<file path="src/rtl/sram_spi_pkg.sv">
package sram_spi_pkg;

   typedef enum logic [1:0] {
      K_READ   = 2'd0,
      K_WRITE  = 2'd1,
      K_RDMODE = 2'd2,
      K_WRMODE = 2'd3
   } kind_e;

   typedef enum logic [1:0] {
      E_NONE = 2'd0,
      E_ADDR = 2'd1,
      E_LEN  = 2'd2,
      E_MODE = 2'd3
   } err_e;

   // mode-register field [7:6]
   localparam logic [1:0] M_BYTE = 2'b00;
   localparam logic [1:0] M_SEQ  = 2'b01;
   localparam logic [1:0] M_PAGE = 2'b10;
   localparam logic [1:0] M_RSVD = 2'b11;

   localparam int PAGE_BYTES = 32;

   function automatic logic [7:0] opcode_of(input logic [1:0] k);
      case (k)
         K_READ:   return 8'h03;
         K_WRITE:  return 8'h02;
         K_RDMODE: return 8'h05;
         default:  return 8'h01;
      endcase
   endfunction

endpackage

</file>
<file path="src/rtl/sram_req_check.sv">
module sram_req_check
   import sram_spi_pkg::*;
#(
   parameter int ADDR_W    = 16,
   parameter int LEN_W     = 16,
   parameter int CAP_BYTES = 8192
) (
   input  logic [1:0]        kind,
   input  logic [ADDR_W-1:0] addr,
   input  logic [LEN_W-1:0]  len,
   input  logic [7:0]        mode_val,
   input  logic [1:0]        cur_mode,
   output logic [1:0]        err
);

   localparam logic [ADDR_W:0] CAP_V  = (ADDR_W+1)'(CAP_BYTES);
   localparam logic [LEN_W:0]  PAGE_V = (LEN_W+1)'(PAGE_BYTES);

   if (LEN_W < 6) begin : g_bad_len
      $error("LEN_W must cover a full page count");
   end

   logic [LEN_W:0] page_end;
   assign page_end = {{(LEN_W-4){1'b0}}, addr[4:0]} + {1'b0, len};

   always_comb begin
      err = E_NONE;
      if (kind == K_WRMODE) begin
         if (mode_val[7:6] == M_RSVD) err = E_MODE;
      end else if (kind == K_READ || kind == K_WRITE) begin
         if ({1'b0, addr} >= CAP_V)            err = E_ADDR;
         else if (len == '0)                   err = E_LEN;
         else begin
            case (cur_mode)
               M_BYTE:  if (len > LEN_W'(1))   err = E_LEN;
               M_PAGE:  if (page_end > PAGE_V) err = E_LEN;
               M_SEQ:   err = E_NONE;
               default: err = E_MODE;
            endcase
         end
      end
   end

endmodule

</file>
<file path="src/rtl/sram_spi_shifter.sv">
module sram_spi_shifter #(
   parameter int CLK_DIV = 4
) (
   input  logic       clk,
   input  logic       rst_n,
   input  logic       ld,
   input  logic [7:0] tx,
   input  logic       hold,
   input  logic       miso,
   output logic       sclk,
   output logic       mosi,
   output logic       done,
   output logic [7:0] rx
);

   localparam int HALF = CLK_DIV / 2;
   localparam int CW   = (HALF > 1) ? $clog2(HALF) : 1;

   if (CLK_DIV < 2 || (CLK_DIV % 2) != 0) begin : g_bad_div
      $error("CLK_DIV must be even and at least 2");
   end

   logic          busy_q, sclk_q, done_q;
   logic [CW-1:0] cnt_q;
   logic [2:0]    bit_q;
   logic [7:0]    sh_q, rx_q;
   logic          frozen;

   assign frozen = hold && !sclk_q;

   always_ff @(posedge clk or negedge rst_n) begin
      if (!rst_n) begin
         busy_q <= 1'b0;
         sclk_q <= 1'b0;
         done_q <= 1'b0;
         cnt_q  <= '0;
         bit_q  <= '0;
         sh_q   <= '0;
         rx_q   <= '0;
      end else begin
         done_q <= 1'b0;
         if (ld) begin
            busy_q <= 1'b1;
            sh_q   <= tx;
            sclk_q <= 1'b0;
            cnt_q  <= '0;
            bit_q  <= '0;
         end else if (busy_q && !frozen) begin
            if (cnt_q == CW'(HALF-1)) begin
               cnt_q <= '0;
               if (!sclk_q) begin
                  sclk_q <= 1'b1;
                  rx_q   <= {rx_q[6:0], miso};
               end else begin
                  sclk_q <= 1'b0;
                  if (bit_q == 3'd7) begin
                     busy_q <= 1'b0;
                     done_q <= 1'b1;
                  end else begin
                     bit_q <= bit_q + 3'd1;
                     sh_q  <= {sh_q[6:0], 1'b0};
                  end
               end
            end else begin
               cnt_q <= cnt_q + CW'(1);
            end
         end
      end
   end

   assign sclk = sclk_q;
   assign mosi = sh_q[7];
   assign done = done_q;
   assign rx   = rx_q;

   p_hold_freeze_r9: assert property (@(posedge clk) disable iff (!rst_n)
      (hold && !sclk_q) |=> !sclk_q);

   p_byte_ends_low_r1: assert property (@(posedge clk) disable iff (!rst_n)
      done_q |-> !sclk_q);

endmodule

</file>
<file path="src/rtl/sram_spi_host.sv">
module sram_spi_host
   import sram_spi_pkg::*;
#(
   parameter int         CAP_BYTES = 8192,
   parameter int         CLK_DIV   = 4,
   parameter int         LEN_W     = 16,
   parameter logic [7:0] MODE_RST  = 8'h00,
   localparam int        ADDR_BYTES = (CAP_BYTES > 65536) ? 3 : 2,
   localparam int        ADDR_W     = 8 * ADDR_BYTES
) (
   input  logic              clk,
   input  logic              rst_n,
   input  logic              req_valid,
   output logic              req_ready,
   input  logic [1:0]        req_kind,
   input  logic [ADDR_W-1:0] req_addr,
   input  logic [LEN_W-1:0]  req_len,
   input  logic [7:0]        req_mode,
   input  logic              wr_valid,
   output logic              wr_ready,
   input  logic [7:0]        wr_data,
   output logic              rd_valid,
   output logic [7:0]        rd_data,
   output logic              done_valid,
   output logic [1:0]        done_err,
   input  logic              hold_req,
   output logic              spi_cs_n,
   output logic              spi_sclk,
   output logic              spi_mosi,
   input  logic              spi_miso,
   output logic              spi_hold_n
);

   localparam int GW = $clog2(CLK_DIV + 1);

   if (CAP_BYTES != 8192 && CAP_BYTES != 32768 &&
       CAP_BYTES != 65536 && CAP_BYTES != 131072) begin : g_bad_cap
      $error("CAP_BYTES must be 8K, 32K, 64K or 128K");
   end

   typedef enum logic [2:0] {S_IDLE, S_OPC, S_ADR, S_DAT, S_GAP, S_FIN} state_e;

   state_e            state_q;
   logic [1:0]        kind_q;
   logic [ADDR_W-1:0] addr_q;
   logic [LEN_W-1:0]  rem_q;
   logic [7:0]        mval_q, shadow_q, rd_q;
   logic [1:0]        idx_q, err_q;
   logic              pend_q, cs_n_q, rdv_q;
   logic [GW-1:0]     gap_q;

   logic [1:0] chk_err;
   logic       ld, sh_done, sh_sclk, src_ok, is_rd;
   logic [7:0] tx, addr_byte, sh_rx;

   sram_req_check #(.ADDR_W(ADDR_W), .LEN_W(LEN_W), .CAP_BYTES(CAP_BYTES)) u_chk (
      .kind     (req_kind),
      .addr     (req_addr),
      .len      (req_len),
      .mode_val (req_mode),
      .cur_mode (shadow_q[7:6]),
      .err      (chk_err)
   );

   sram_spi_shifter #(.CLK_DIV(CLK_DIV)) u_shf (
      .clk   (clk),
      .rst_n (rst_n),
      .ld    (ld),
      .tx    (tx),
      .hold  (hold_req),
      .miso  (spi_miso),
      .sclk  (sh_sclk),
      .mosi  (spi_mosi),
      .done  (sh_done),
      .rx    (sh_rx)
   );

   // address byte select, MSB sent first
   if (ADDR_BYTES == 3) begin : g_addr24
      always_comb begin
         case (idx_q)
            2'd2:    addr_byte = addr_q[23:16];
            2'd1:    addr_byte = addr_q[15:8];
            default: addr_byte = addr_q[7:0];
         endcase
      end
   end else begin : g_addr16
      assign addr_byte = idx_q[0] ? addr_q[15:8] : addr_q[7:0];
   end

   assign is_rd  = (kind_q == K_READ) || (kind_q == K_RDMODE);
   assign src_ok = (state_q == S_DAT && kind_q == K_WRITE) ? wr_valid : 1'b1;
   assign ld     = pend_q && src_ok &&
                   (state_q == S_OPC || state_q == S_ADR || state_q == S_DAT);

   always_comb begin
      case (state_q)
         S_OPC:   tx = opcode_of(kind_q);
         S_ADR:   tx = addr_byte;
         S_DAT:   tx = (kind_q == K_WRITE)  ? wr_data :
                       (kind_q == K_WRMODE) ? mval_q  : 8'h00;
         default: tx = 8'h00;
      endcase
   end

   always_ff @(posedge clk or negedge rst_n) begin
      if (!rst_n) begin
         state_q  <= S_IDLE;
         kind_q   <= K_READ;
         addr_q   <= '0;
         rem_q    <= '0;
         mval_q   <= '0;
         shadow_q <= MODE_RST;
         rd_q     <= '0;
         idx_q    <= '0;
         err_q    <= E_NONE;
         pend_q   <= 1'b0;
         cs_n_q   <= 1'b1;
         rdv_q    <= 1'b0;
         gap_q    <= '0;
      end else begin
         rdv_q <= 1'b0;
         if (ld) pend_q <= 1'b0;
         case (state_q)
            S_IDLE: if (req_valid) begin
               kind_q <= req_kind;
               addr_q <= req_addr;
               rem_q  <= req_len;
               mval_q <= req_mode;
               err_q  <= chk_err;
               if (chk_err != E_NONE) begin
                  state_q <= S_FIN;
               end else begin
                  cs_n_q  <= 1'b0;
                  pend_q  <= 1'b1;
                  state_q <= S_OPC;
               end
            end
            S_OPC: if (sh_done) begin
               pend_q <= 1'b1;
               if (kind_q == K_RDMODE || kind_q == K_WRMODE) begin
                  rem_q   <= LEN_W'(1);
                  state_q <= S_DAT;
               end else begin
                  idx_q   <= 2'(ADDR_BYTES - 1);
                  state_q <= S_ADR;
               end
            end
            S_ADR: if (sh_done) begin
               pend_q <= 1'b1;
               if (idx_q == 2'd0) state_q <= S_DAT;
               else               idx_q   <= idx_q - 2'd1;
            end
            S_DAT: if (sh_done) begin
               if (is_rd) begin
                  rdv_q <= 1'b1;
                  rd_q  <= sh_rx;
               end
               if (kind_q == K_WRMODE) shadow_q <= mval_q;
               if (rem_q == LEN_W'(1)) begin
                  cs_n_q  <= 1'b1;
                  gap_q   <= '0;
                  state_q <= S_GAP;
               end else begin
                  rem_q  <= rem_q - LEN_W'(1);
                  pend_q <= 1'b1;
               end
            end
            S_GAP: begin
               gap_q <= gap_q + GW'(1);
               if (gap_q == GW'(CLK_DIV - 1)) state_q <= S_FIN;
            end
            default: state_q <= S_IDLE;
         endcase
      end
   end

   assign req_ready  = (state_q == S_IDLE);
   assign wr_ready   = pend_q && (state_q == S_DAT) && (kind_q == K_WRITE);
   assign rd_valid   = rdv_q;
   assign rd_data    = rd_q;
   assign done_valid = (state_q == S_FIN);
   assign done_err   = err_q;
   assign spi_cs_n   = cs_n_q;
   assign spi_sclk   = sh_sclk;
   assign spi_hold_n = !(hold_req && !cs_n_q && !sh_sclk);

   p_idle_sclk_low_r10: assert property (@(posedge clk) disable iff (!rst_n)
      spi_cs_n |-> !spi_sclk);

   p_reject_quiet_r3: assert property (@(posedge clk) disable iff (!rst_n)
      (state_q == S_IDLE && req_valid && chk_err != E_NONE) |=> (spi_cs_n && done_valid));

   p_shadow_legal_r7: assert property (@(posedge clk) disable iff (!rst_n)
      shadow_q[7:6] != M_RSVD);

   p_hold_pin_r9: assert property (@(posedge clk) disable iff (!rst_n)
      !spi_hold_n |-> (!spi_cs_n && !spi_sclk));

   p_read_stream_r2: assert property (@(posedge clk) disable iff (!rst_n)
      rd_valid |-> is_rd);

   p_gap_start_r10: assert property (@(posedge clk) disable iff (!rst_n)
      $rose(spi_cs_n) |=> spi_cs_n);

endmodule

</file>
<file path="config.mk">
export PLATFORM = sky130hd
export DESIGN_NAME = sram_spi_host
export DESIGN_NICKNAME = d
export VERILOG_FILES = /design/src/rtl/sram_spi_pkg.sv /design/src/rtl/sram_req_check.sv /design/src/rtl/sram_spi_shifter.sv /design/src/rtl/sram_spi_host.sv
export SDC_FILE = /design/constraint.sdc
export NUM_CORES = 1
export LEC_CHECK = 0
export BUFFER_PORTS_ARGS = -buffer_cell sky130_fd_sc_hd__buf_2
export CORE_ASPECT_RATIO = 1.2
export CORE_MARGIN = 2
export CORE_UTILIZATION = 40
export CTS_CLUSTER_DIAMETER = 120
export DETAILED_ROUTE_END_ITERATION = 6
export PLACE_DENSITY = 0.66
export REMOVE_ABC_BUFFERS = 1
export SLEW_MARGIN = 20
export SYNTH_ARGS = -nofsm -noshare
export SYNTH_HDL_FRONTEND = slang
export SYNTH_SLANG_ARGS = --single-unit
</file>
<file path="constraint.sdc">
create_clock -name clk -period 2.62 [get_ports clk]
set_input_delay 0.524 -clock clk [delete_from_list [all_inputs] [get_ports clk]]
set_output_delay 0.524 -clock clk [all_outputs]
set_load 0.02 [all_outputs]
</file>
---- Word-level counts from Yosys, hierarchy flattened ----
Index checks and enable logic that the tools add are counted.
word-level totals
  register bits after elaboration ......... 94
  input bits .............................. 56
  output and inout port bits .............. 18
  logic and storage cells ................. 186
cells by class
  add/subtract/negate cells ............... 6
  order comparisons ....................... 3
  eq/ne operators ......................... 29
  mux-type cells .......................... 80
  bitwise logic cells ..................... 2
  reductions and logical operators ........ 46
operators by type and width
  kind                                                                  number
  two-way mux 16 bit                                                    5
  two-way mux 8 bit                                                     8
  case mux 16 bit (3 select lines)                                      1
  two-way mux 3 bit                                                     15
  two-way mux 1 bit                                                     32
  case mux 8 bit (3 select lines)                                       1
  two-way mux 2 bit                                                     11
  adder 5 x 16 -> 17 bit                                                1
  > comparator 17 x 6 -> 1 bit (second input constant)                  1
  == test 16 x 1 -> 1 bit (second input constant)                       1
  greater-or-equal comparator 16 x 14 -> 1 bit (second input constant)  1
  > comparator 16 x 1 -> 1 bit (second input constant)                  1
  logical NOT 16 bit                                                    1
  nonzero test 2 bit                                                    8
  subtractor 16 x 1 -> 16 bit (second input constant)                   1
  case mux 3 bit (5 select lines)                                       1
  != test 2 bit (second input constant)                                 7
  != test 2 x 1 -> 1 bit (second input constant)                        6
  AND reduction 4 bit                                                   3
  == test 2 bit (second input constant)                                 5
  AND reduction 5 bit                                                   2
  == test 3 x 2 -> 1 bit (second input constant)                        3
  == test 3 bit (second input constant)                                 3
  logical AND 1 bit                                                     9
  22 further kinds                                                      39

---- Longest topological paths before layout ----
Gate-level depths: netlist of the first run.
  word-level depth ........................ 12
  depth in mapped cells ................... 9
  mapped depth without buffers ............ 9

---- Cells and area by module ----
From an unflattened synthesis of the first run, not the netlist that was laid out.
unflattened totals
  cells, all modules ...................... 491
  area total of the unflattened synthesis .. 4947.2 sq um
modules (own cells, without submodules)
  module            instances  cells each  area each (sq um)  seq. area each (sq um)
  sram_spi_host     1          331         3402.0             1627.8
  sram_spi_shifter  1          82          1017.2             575.6
  sram_req_check    1          78          528.0              0.0

---- Worst setup path before layout of the first run ----
No wires, ideal clock.
  path kind ............................... input to register
  start point ............................. input req_addr[0]
  end point ............................... register err_q[1], in the netlist done_err[1]
  library setup time ...................... 141 ps
  data arrival time ....................... 2514 ps
  required time ........................... 2479 ps
  setup slack ............................. -34 ps
  stages .................................. 9
  path buffers ............................ 0
  path through ............................ ha_1 -> fa_1 -> a211oi_2 -> o21bai_2 -> a2111oi_0 -> o221ai_1 -> nor4_1 -> a21o_1 -> a31oi_1
on the way
  cells in the longest elaborated chain, start to end .. 8
  elaborated cells on any way between the ends .. 9
  classes of those cells .................. 1 x add/sub; 2 x order compare; 6 x mux
ends and longest elaborated chain
  what                             RTL line              RTL
  start: declaration               sram_spi_host.sv:16   input logic [ADDR_W-1:0] req_addr,
  adder 5 x 16 -> 17 bit           sram_req_check.sv:24  assign page_end = {{(LEN_W-4){1'b0}}, addr[4:0]} + {1'b0, len};
  > comparator 17 x 6 -> 1 bit     sram_req_check.sv:36  M_PAGE: if (page_end > PAGE_V) err = E_LEN;
  two-way mux 2 bit                sram_req_check.sv:36
  case mux 2 bit (3 select lines)  sram_req_check.sv:34  case (cur_mode)
  two-way mux 2 bit                sram_req_check.sv:32  else if (len == '0) err = E_LEN;
  two-way mux 2 bit *              sram_req_check.sv:31  if ({1'b0, addr} >= CAP_V) err = E_ADDR;
  two-way mux 2 bit *              sram_req_check.sv:30  end else if (kind == K_READ || kind == K_WRITE) begin
  two-way mux 2 bit *              sram_req_check.sv:28  if (kind == K_WRMODE) begin
  end signal: assignment           sram_spi_host.sv:130  err_q <= chk_err;
  end: declaration                 sram_spi_host.sv:48   logic [1:0] idx_q, err_q;
Every way passes the cells marked *; elsewhere a longest branch is shown, timed or not.
A chain may end at the register's enable or synchronous reset.

---- Worst setup path after layout of the first run ----
  start point ............................. input req_len[0]
  end point ............................... register pend_q
on the way
  cells in the longest elaborated chain, start to end .. 12
  elaborated cells on any way between the ends .. 15
  classes of those cells .................. 1 x add/sub; 2 x order compare; 10 x mux; 2 x reduce/logical
ends and longest elaborated chain
  what                               RTL line              RTL
  start: declaration                 sram_spi_host.sv:17   input logic [LEN_W-1:0] req_len,
  adder 5 x 16 -> 17 bit             sram_req_check.sv:24
  > comparator 17 x 6 -> 1 bit       sram_req_check.sv:36
  two-way mux 2 bit                  sram_req_check.sv:36
  case mux 2 bit (3 select lines)    sram_req_check.sv:34
  two-way mux 2 bit *                sram_req_check.sv:32
  two-way mux 2 bit *                sram_req_check.sv:31
  two-way mux 2 bit *                sram_req_check.sv:30
  two-way mux 2 bit *                sram_req_check.sv:28
  nonzero test 2 bit *               sram_spi_host.sv:131  if (chk_err != E_NONE) begin
  two-way mux 1 bit *                sram_spi_host.sv:131
  two-way mux 1 bit *                sram_spi_host.sv:125  S_IDLE: if (req_valid) begin
  case mux 1 bit (3 select lines) *  sram_spi_host.sv:124  case (state_q)
  end signal: assignment             sram_spi_host.sv:123  if (ld) pend_q <= 1'b0;
  end signal: assignment             sram_spi_host.sv:135  pend_q <= 1'b1;
  end signal: assignment             sram_spi_host.sv:140  pend_q <= 1'b1;
  end: declaration                   sram_spi_host.sv:49   logic pend_q, cs_n_q, rdv_q;
Marked as above.

==> run_results.csv, run 1 <==
group,metric,value,unit
clocking,cts_root_buffer,"clkbuf_16",
power,p_total,6320,µW
synth,synth_seq_cells,88,
power,p_sw,2380,µW
power,ir_drop,449,µV
finish,antenna_cells,0,
clocking,clk_pin_slew_worst_paths,0.06,ns
die,die_h,126,µm
synth,synth-edff-count,0,
run_status,status,"completed",
synth,ys_seq_area_frac,0.447,
clocking,cts_tree,"done",
worst_setup_path,cp-start-kind,"input port",
route,viasPerCell,5.56,
power,p_per_area,1050,nW/µm²
synth,syn_area_per_cell,10.0,µm²
route,wl,11.8,mm
die,row_count,44,
power,p_seq_frac,0.374,
sta,max_freq,401,MHz
synth,yosysTopAreaCell,"dfrtp_1",
worst_setup_path,cpPeakStageDelay,0.37,ns
synth,post-synth-top-count-cell,"dfrtp_1",
placement,hpwl,8.81,mm
sta,setup_tns,0,ns
grt,grt_pass1_vias,4110,
route,drt_iter0_drc,258,
placement,place_congestion,0.865,
clocking,cts_buffer_depth,2,
route,num_vias,4113,
synth,synth_top_area_frac,0.442,
worst_setup_path,path_class,"input port to flop",
synth,synth_area,4920,µm²
route,first_pass_iters,5,
sta,relSlewSlack,0.581,
worst_setup_path,crit_path_end_kind,"flop",
grt,antenna_found_initial,0,
worst_setup_path,required,2.84,ns
placement,placed_cells,725,
grt,overflow,0,
synth,synth_cell_types,65,
worst_hold_path,min_path_type,"input port to async pin",
clocking,cts_setup_buffers,0,
power,internal_power,3940,µW
sta,hold_viol_final,0,
power,power.share.switching,0.377,
grt,grt_use_total,0.182,
clocking,clkLatencyLatePin,0.34,ns
placement,io_buffer_count,73,
synth,synthTopCellsByArea,"dfrtp_1, mux2_2, mux2i_1",
worst_setup_path,r2r-start,"state_q[1]",
clocking,cts-buffers-inserted,9,
finish,layout-drive-gt1-share,0.299,
sta,setup_violations,0,
route,drc,0,
sta,clock_skew,0.00825,ns
worst_setup_path,critPathSlowestCell,"fa_2",
worst_setup_path,worst_r2r_path_depth,6,
die,ios,74,
worst_setup_path,cp_top_family,"compound AO/OA/AOI/OAI gates",
power,pwr-share-comb,0.402,
die,initial_utilization,0.408,
sta,fin_crit_sh,0.951,
synth,syn_inst,491,
power,p_leak,0.00279,µW
finish,nets,643,
clocking,htreeDepth,3,
worst_setup_path,r2r-end,"rd_data[7]",
die,fp.dieW,105,µm
sta,slew_violations,0,
finish,fin_cells,740,
sta,setup_ws,0.127,ns
synth,ys_warn_count,0,
power,p_clk_frac,0.225,
worst_setup_path,regToRegSetupSlack,0.41,ns
finish,area_delta_synth_final,21.9,%
synth,synthArstFlopShare,1.00,
route,antenna_left,0,
synth,synth_flop_cell,"dfrtp_1",
die,die_area,13200,µm²
sta,period_minus_slack,2.49,ns
worst_setup_path,path_max_fanout,5,
finish,fin_util,0.498,
grt,grt_max_degree,48,
route,wire_per_inst,15.9,µm
synth,synthTopCellsByCount,"dfrtp_1, o21ai_0, nor2_1",
sta,worstMarginPinSlew,0.629,ns
worst_setup_path,critPathArrivalTime,2.71,ns
clocking,clkSinkCount,88,
run,cap_violations,0,
clocking,ctsHoldBuffers,0,
grt,grt_pass1_wl,19.5,mm
worst_setup_path,critPathBufInv,1,
placement,dp_slack,-0.367,ns
die,coreArea,12100,µm²
worst_setup_path,crit_path_cell_trace,"buf_6, ha_4, fa_2, a211oi_2, o21bai_2, and4b_1, o221ai_2, nor4_2, a21o_1, a221o_1",
==> per-stage QoR <==
| stage | hold slack [ns] | area (µm²) |
|---|---|---|
| finish | 0.172 | 6000 |
| floorplan | 0.228 | 4820 |
| CTS | 0.188 | 5950 |
| global route | 0.213 | 6000 |
| detailed placement | 0.476 | 5610 |
| global placement | 0.464 | 5610 |
==> final cells by class <==
| class | instances | area [µm²] |
|---|---|---|
| tap | 161 | 201 |
| inverter | 19 | 71.3 |
| clock inverter | 5 | 87.6 |
| fill | 1099 | 6050 |
| multi-input combinational | 359 | 2600 |
| timing repair buffer | 97 | 598 |
| clock buffer | 11 | 243 |
| sequential | 88 | 2200 |
==> sequential cells by signal, summed over array words and instances, names as in the netlist <==
register,cells
rd_valid,1
u_shf.done,1
mval_q,8
u_shf.busy_q,1
u_shf.sh_q,8
done_err,2
rem_q,16
rd_data,8
idx_q,2
gap_q,3
u_shf.sclk,1
u_shf.bit_q,3
addr_q,16
shadow_q,2
spi_cs_n,1
u_shf.cnt_q,1
pend_q,1
kind_q,2
state_q,3
u_shf.rx,8
==> repair_timing <==
item | in CTS | in global routing
resized for setup | 2 | 11
setup endpoints to repair | 4 | 6
pin swaps | 2 | 9
==> worst max path at each step <==
stage                 from          end  slack [ns]  cells past startpoint
2_1_floorplan  req_addr[0]  done_err[1]       -0.06                      9
3_3_place_gp   req_addr[0]  done_err[1]       -0.32                     10
3_5_place_dp   req_addr[0]  done_err[1]       -0.37                     10
4_1_cts        req_addr[0]       pend_q        0.03                     11
5_1_grt         req_len[0]       pend_q       -0.01                     10
6_report        req_len[0]       pend_q        0.13                     10
==> power by group through the flow <==
stage                     sequential [µW]  combinational (µW)  clock [µW]
final                                2360                2540        1420
after global routing                 2430                2820        1510
after CTS                            2350                2530        1440
after detailed placement             2380                2520           0
after global placement               2350                2440           0
after floorplan                      2330                1670           0
==> cell usage in the layout (no fill, tap or decap), types with 5 or more instances in the layout <==
cell type,n
dfrtp_1,87
buf_2,70
o21ai_0,50
nor2_1,45
mux2_2,43
mux2i_1,30
nand2_1,28
a21oi_1,23
buf_4,22
inv_1,19
nor3_1,15
ha_1,11
clkbuf_16,9
nand3_1,6
nor4_1,6
o22ai_1,6
and2_1,5
a22oi_1,5
a32oi_1,5
==> layer usage <==
metal / part of all wire / track usage / up-vias
li1: - / - / 1975
met5: 0 / 0 / -
met2: 0.50 / 0.308 / 108
met1: 0.45 / 0.233 / 2012
met4: 0.013 / 0.0565 / 0
met3: 0.042 / 0.0386 / 18
==> kinds of logic after synthesis <==
| kind of cell | synth area share |
|---|---|
| compound gates | 0.171 |
| xor+xnor | 0.0142 |
| fa+ha+maj | 0.0346 |
| buf+inv | 0.0366 |
| flops | 0.447 |
| mux | 0.159 |
| simple gates | 0.137 |
(Power assumes the default switching activity.)
==> run 2, diff against run 1 <==
==> constraint.sdc (replaced) <==
create_clock -name clk -period 2.62 [get_ports clk]
set_input_delay 0.131 -clock clk [delete_from_list [all_inputs] [get_ports clk]]
set_output_delay 0.131 -clock clk [all_outputs]
set_load 0.02 [all_outputs]
==> run 2 against run 1 <==
  * Final area shrank 1.9%
  * Clock skew rose by 0.0026 ns
  * Wire length is 0.11% lower
  * Die area did not move
  * Sequential power is essentially flat
  * Flip-flop and latch count stayed put
  * Final cell count fell by 0.95%
  * Hold slack got worse by 0.16 ns
  * Critical path depth is the same
  * Critical path type unchanged
  * Critical endpoint unchanged
==> run_results.csv, run 2 (synthesized netlist as in run 1, its figures left out) <==
group,metric,value,unit
grt,grt_pass1_vias,3974,
route,drt_iter0_drc,265,
die,coreArea,12100,µm²
placement,placed_cells,716,
worst_setup_path,worst_r2r_path_depth,6,
die,die_area,13200,µm²
worst_setup_path,required,2.90,ns
sta,max_freq,447,MHz
clocking,clkSinkCount,88,
placement,dp_slack,0.0403,ns
die,ios,74,
route,drc,0,
run,cap_violations,0,
grt,grt_max_degree,65,
worst_setup_path,path_class,"input port to flop",
finish,largestRegisters,"addr_q x16, rem_q x16",
sta,worstMarginPinSlew,0.601,ns
power,ir_drop,442,µV
sta,setup_ws,0.381,ns
finish,final_common_cell,"dfrtp_1",
finish,layout_common_cells,"dfrtp_1, buf_2, o21ai_0",
die,initial_utilization,0.408,
run_status,status,"completed",
sta,clock_skew,0.0109,ns
clocking,cts_buffer_depth,2,
grt,antenna_found_initial,0,
die,fp.dieW,105,µm
power,p_per_area,1080,nW/µm²
sta,period_minus_slack,2.24,ns
worst_setup_path,cp-start-kind,"input port",
clocking,clkLatencyLatePin,0.34,ns
grt,grt_use_total,0.184,
worst_setup_path,regToRegSetupSlack,0.38,ns
route,first_pass_iters,4,
placement,hpwl,8.75,mm
power,p_sw,2360,µW
clocking,cts_resized,0,
grt,overflow,0,
power,internal_power,3970,µW
power,p_seq_frac,0.372,
worst_setup_path,r2r-start,"state_q[1]",
sta,hold_viol_final,0,
worst_setup_path,crit_start,"req_addr[0]",
grt,grt_pass1_wl,19.5,mm
clocking,cts_root_buffer,"clkbuf_16",
route,num_vias,4029,
placement,place_congestion,0.900,
route,wl,11.8,mm
power,pwr-share-comb,0.390,
sta,slew_violations,0,
worst_setup_path,endpoint,"pend_q",
worst_setup_path,path_max_fanout,4,
die,die_h,126,µm
finish,layout-drive-gt1-share,0.278,
finish,area_delta_synth_final,19.6,%
route,wire_per_inst,16.0,µm
power,p_clk_frac,0.238,
worst_setup_path,crit_path_end_kind,"flop",
finish,multiInputGateArea,2540,µm²
placement,io_buffer_count,73,
die,row_count,44,
sta,fin_crit_sh,0.855,
worst_hold_path,min_path_type,"input port to flop",
route,viasPerCell,5.50,
finish,antenna_cells,0,
power,p_leak,0.00275,µW
finish,fillers,1116,
route,antenna_left,0,
finish,regArea,2200,µm²
worst_setup_path,r2r-end,"rd_data[5]",
sta,setup_violations,0,
sta,rsz0062_at_grt,"no",
clocking,htreeDepth,3,
clocking,clk_pin_slew_worst_paths,0.07,ns
finish,nets,636,
clocking,cts-buffers-inserted,9,
worst_setup_path,critPathArrivalTime,2.52,ns
sta,relSlewSlack,0.600,
finish,fin_cells,733,
clocking,cts_tree,"done",
power,power.share.switching,0.373,
sta,setup_tns,0,ns
## run 2: worst max-delay path, stage by stage
cell       delay, ns
buf_2           0.11
ha_1            0.22
fa_1            0.42
a211oi_2        0.30
o21bai_2        0.11
a2111oi_0       0.42
o221ai_1        0.18
nor4_1          0.21
a21o_1          0.25
a221o_1         0.17
## run 2: metrics by stage
step / total power (µW) / util / area [µm²] / hold slack (ns)
4_1_cts: 6370 / 0.489 / 5890 / 0.00756
2_1_floorplan: 3990 / - / 4820 / -0.165
5_1_grt: 6790 / 0.489 / 5890 / 0.0122
3_3_place_gp: 4740 / 0.459 / 5530 / 0.0673
3_5_place_dp: 4850 / 0.459 / 5530 / 0.0702
6_report: 6330 / 0.489 / 5890 / 0.0170
## run 2: final cells by class
cell class,instances,area share
clock inverters,7,0.0212
repair buffers,90,0.0888
well taps,161,0.0342
clock buffers,9,0.0382
inverters,19,0.0121
flip-flops and latches,88,0.374
multi-input cells,359,0.431
## run 2: worst min path at each step
stage / startpoint / to / cells past startpoint
detailed placement: rst_n / u_shf.rx[6] / 1
floorplan: rst_n / addr_q[0] / 0
global placement: rst_n / rem_q[11] / 1
global route: req_mode[3] / mval_q[3] / 2
CTS: spi_miso / u_shf.rx[0] / 2
finish: spi_miso / u_shf.rx[0] / 2
## run 2: what timing repair did
| action | 4_1_cts | 5_1_grt |
|---|---|---|
| setup buffers | 0 | 0 |
| setup endpoints to repair | 0 | 0 |
| hold buffers | 1 | 0 |
| endpoints found under the hold margin | 24 | 0 |
## run 2: layer usage
layer,share of wire,routed length (µm),GRT usage
met1,0.44,5190,0.238
met2,0.49,5740,0.304
met3,0.049,572,0.0381
met4,0.021,251,0.0627
met5,0,0,0
## run 2: power groups by stage
stage	clock (µW)	combinational (µW)	sequential, µW
after global placement	0	2390	2350
final	1500	2470	2360
after detailed placement	0	2470	2370
after floorplan	0	1670	2330
after global routing	1590	2760	2430
after CTS	1530	2490	2360
